--- src/rtl/sema_pkg.sv ---
package sema_pkg;
  // requester index; a higher index wins a same-cycle tie
  localparam int unsigned AGENTS   = 2;
  localparam int unsigned IDX_HOST = 0;
  localparam int unsigned IDX_MCU  = 1;
  typedef logic [AGENTS-1:0] agent_vec_t;
endpackage

--- src/rtl/sema_rst_sync.sv ---
module sema_rst_sync #(
  parameter int unsigned STAGES = 2
) (
  input  logic clk,
  input  logic rst_n,
  output logic rst_sync_n
);
  logic [STAGES-1:0] sync_q;

  always_ff @(posedge clk or negedge rst_n) begin
    if (!rst_n) sync_q <= '0;
    else        sync_q <= {sync_q[STAGES-2:0], 1'b1};
  end

  assign rst_sync_n = sync_q[STAGES-1];
endmodule

--- src/rtl/sema_host_port.sv ---
module sema_host_port #(
  parameter int unsigned DATA_W  = 8,
  parameter int unsigned REQ_POS = 4,
  parameter int unsigned REL_POS = 5
) (
  input  logic              wr,
  input  logic [DATA_W-1:0] wdata,
  input  logic              owns,
  output logic              req,
  output logic              rel,
  output logic [DATA_W-1:0] rdata
);
  assign req = wr & wdata[REQ_POS];
  assign rel = wr & wdata[REL_POS];

  always_comb begin
    rdata          = '0;
    rdata[REQ_POS] = owns;
  end
endmodule

--- src/rtl/sema_core.sv ---
module sema_core
  import sema_pkg::*;
(
  input  logic       clk,
  input  logic       rst_n,
  input  agent_vec_t req,
  input  agent_vec_t rel,
  output agent_vec_t owner
);
  agent_vec_t own_q, own_d, pend_q, pend_d, held, want;
  logic       freed;

  // a release counts only from the agent that owns the bus
  assign freed = |(own_q & rel);
  assign held  = freed ? '0 : own_q;

  for (genvar i = 0; i < AGENTS; i++) begin : g_want
    assign want[i] = (pend_q[i] | req[i]) & ~held[i];
  end

  always_comb begin
    own_d = held;
    if (held == '0) begin
      if (want[IDX_MCU])       own_d[IDX_MCU]  = 1'b1;
      else if (want[IDX_HOST]) own_d[IDX_HOST] = 1'b1;
    end
    pend_d = want & ~own_d;
  end

  always_ff @(posedge clk or negedge rst_n) begin
    if (!rst_n) begin
      own_q  <= '0;
      pend_q <= '0;
    end else begin
      own_q  <= own_d;
      pend_q <= pend_d;
    end
  end

  assign owner = own_q;
endmodule

--- src/rtl/bus_own_sema.sv ---
module bus_own_sema
  import sema_pkg::*;
#(
  parameter int unsigned DATA_W  = 8,
  parameter int unsigned REQ_POS = 4,
  parameter int unsigned REL_POS = 5
) (
  input  logic              clk,
  input  logic              rst_n,
  input  logic              host_wr,
  input  logic [DATA_W-1:0] host_wdata,
  output logic [DATA_W-1:0] host_rdata,
  input  logic              mcu_req,
  input  logic              mcu_rel,
  output logic              host_grant,
  output logic              mcu_grant
);
  logic       rst_sync_n, h_req, h_rel;
  agent_vec_t req_v, rel_v, owner;

  sema_rst_sync #(.STAGES(2)) u_rst (
    .clk(clk), .rst_n(rst_n), .rst_sync_n(rst_sync_n)
  );

  sema_host_port #(.DATA_W(DATA_W), .REQ_POS(REQ_POS), .REL_POS(REL_POS)) u_port (
    .wr(host_wr), .wdata(host_wdata), .owns(owner[IDX_HOST]),
    .req(h_req), .rel(h_rel), .rdata(host_rdata)
  );

  always_comb begin
    req_v           = '0;
    rel_v           = '0;
    req_v[IDX_HOST] = h_req;
    rel_v[IDX_HOST] = h_rel;
    req_v[IDX_MCU]  = mcu_req;
    rel_v[IDX_MCU]  = mcu_rel;
  end

  sema_core u_core (
    .clk(clk), .rst_n(rst_sync_n), .req(req_v), .rel(rel_v), .owner(owner)
  );

  assign host_grant = owner[IDX_HOST];
  assign mcu_grant  = owner[IDX_MCU];
endmodule

--- config.mk ---
export PLATFORM = sky130hd
export DESIGN_NAME = bus_own_sema
export DESIGN_NICKNAME = d
export VERILOG_FILES = /design/src/rtl/sema_pkg.sv /design/src/rtl/sema_rst_sync.sv /design/src/rtl/sema_host_port.sv /design/src/rtl/sema_core.sv /design/src/rtl/bus_own_sema.sv
export SDC_FILE = /design/constraint.sdc
export NUM_CORES = 1
export LEC_CHECK = 0
export BUFFER_PORTS_ARGS = -buffer_cell sky130_fd_sc_hd__buf_2
export CORE_AREA = 2 2 39 41
export CTS_BUF_LIST = sky130_fd_sc_hd__clkbuf_8
export DETAILED_ROUTE_END_ITERATION = 6
export DIE_AREA = 0 0 41 43
export PLACE_DENSITY_LB_ADDON = 0.25
export SYNTH_ARGS = -nofsm -noshare
export SYNTH_HDL_FRONTEND = slang
export SYNTH_SLANG_ARGS = --single-unit
--- constraint.sdc ---
create_clock -name clk -period 0.9 [get_ports clk]
set_input_delay 0.045 -clock clk [delete_from_list [all_inputs] [get_ports clk]]
set_output_delay 0.045 -clock clk [all_outputs]
set_load 0.03 [all_outputs]
==> reports/metrics.csv <==
metric;value;unit
status;finished, violations left;
violations;setup timing;
pwr-share-clk;37.1;%
endpoint_kind;register;
io_pins;23;
cts_buffers;3;
clk_pin_slew;40;ps
clock_latency;220;ps
synth_top_area_share;49.79;%
dpl.hpwl;411.1;microns
required;1000;ps
leakagePower;0.0002235;uW
finalCritPeriodShare;107.1;%
max_freq;1.038;GHz
pre_cts_ws;-55.73;ps
final_cell_mix;8 x conb_1, 6 x buf_2, 5 x buf_6;
ys_top_cells_by_area;dfrtp_1 50%, buf_4 20%, a2111oi_2 5.0%, a221oi_2 5.0%, nand3b_2 3.7%;
synth-seq-area-share;49.79;%
cts_tree;done;
comb_power_share;31.7;%
clock-sinks;6;
num_antenna_cells;0;
globalRouteOverflowTotal;0;
power.density;2316;nW/um^2
drive_gt1_share;48.84;%
post_drt_wl_per_cell;8.644;microns
cts_buffer_depth;2;
hold_viol_final;0;
antenna_found_initial;0;
place_congestion;0.6461;
vias;222;
die_area;1763;sq um
arrival;1060;ps
vdd_ir_drop_max;857.4;uV
yosys_warnings;0;
first_pass_iters;2;
yosys.area.top_type;dfrtp_1;
hp-class;reg2async;
portBuffers;9;
core-area;1384;sq um
grt_max_degree;5;
intPower;754.5;uW
pwr-share-seq;31.1;%
drtIter0Drc;2;
final_util;33.73;%
ant_nets;0;
drc;0;
setup.worst_path.class;reg2reg;
layout_setup_ws;-63.57;ps
rows;14;
grt_pass1_vias;226;
min_period;963.6;ps
grt_pass1_wl;897;microns
final_common_cell;conb_1;
grt_use_met2;10.94;%
met1_usage;9.211;%
avgSynthCellArea;11.17;sq um
die_h;43;microns
ys_ff_latch;6;
syn2layout_area_growth;54.77;%
worstSetupStartpointType;register;
die_width;41;microns
finalSetupViolations;7;
p_sw;326.4;uW
met3_usage;4.712;%
grt-busiest-layer;met2;
grt_usage;7.887;%
crit_fanout;3;
swShare;30.20;%
syn_inst;27;
yosysUniqueCellTypes;14;
slew_viol_final;0;
synth_area;301.5;sq um
routed_via_density;3.763;
wirelength;510;microns
rsz0062_at_grt;yes;
nets;57;
maxCapViolCount;0;
skew;5.929;ps
initial_core_util;21.79;%
htree_levels;1;
cts-root-buf;clkbuf_8;
path summary, 6_finish.rpt:
check / from / end / slack, ps / cells past startpoint
min reg2reg: u_rst.sync_q[1] / u_core.owner[0] / 60 / 0
min in group clk: host_wdata[5] / u_core.pend_q[1] / 100 / 2
max in group asynchronous: rst_n / u_rst.sync_q[0] / 660 / 2
min: u_rst.sync_q[1] / u_core.owner[0] / 60 / 0
max: u_core.owner[1] / u_core.owner[1] / -60 / 2
max reg2reg: u_core.owner[1] / u_core.owner[1] / -60 / 2
synthesized netlist by cell type, drive strengths merged:
library cell and count:
buf 8, nor3 1, inv 1, nand3b 1
a21o 1, conb 2, nor2 1, a21oi 1
nand3 1, a211oi 1, a221oi 1, dfrtp 6
a2111oi 1, o21ai 1
registers in the layout, indices dropped and copies added, names as in the netlist:
| signal | flops |
|---|---|
| u_core.owner | 2 |
| u_core.pend_q | 2 |
| u_rst.sync_q | 2 |
logic make-up after synthesis:
group	synth area share, %
DFF	49.79
and+or+nand+nor	8.294
buffers and inverters	21.16
AOI/OAI and AO/OA	18.25
other	2.491
through the flow:
step	setup TNS, ps	cell area (sq um)	hold WS (ps)	std cells	total power (uW)
CTS	-323.3	462.9	70.26	59	1094
global placement	-124.0	361.6	-169.1	54	600.5
finish	-271.0	466.7	57.27	59	1081
floorplan	-273.9	326.6	-250.6	33	526.3
global route	-585.2	466.7	83.34	59	1155
detailed placement	-148.2	361.6	-167.9	54	600.2
power groups by stage:
stage | Sequential, uW | Clock (uW) | Combinational, uW
after floorplan | 372 | 0 | 155
after global placement | 335 | 0 | 266
after detailed placement | 334 | 0 | 266
after CTS | 335 | 421 | 338
after global routing | 344 | 445 | 366
final | 336 | 401 | 343
repair_timing:
item | in CTS | in global routing
buffers inserted | 0 | 0
setup endpoints to repair | 7 | 7
endpoints found under the hold margin | 2 | 0
hold buffers | 1 | 0
resized for setup | 9 | 1
final cells by class:
type / count / area (sq um)
inverter: 1 / 3.754
multi-input combinational: 18 / 133.9
clock inverter: 1 / 3.754
fill: 151 / 917.1
tap: 16 / 20.02
clock buffer: 3 / 41.29
timing repair buffer: 14 / 111.4
sequential: 6 / 152.6
routing by layer:
layer / wire, microns / vias to the layer above
met5: 0 / -
met4: 0 / 0
li1: - / 109
met1: 184 / 101
met3: 60 / 0
met2: 265 / 12
critical path, stage by stage (launching register included):
cell	delay [ps]
dfrtp_2	430
a221oi_4	310
o21ai_1	100
Power figures use the tool's default switching activity.
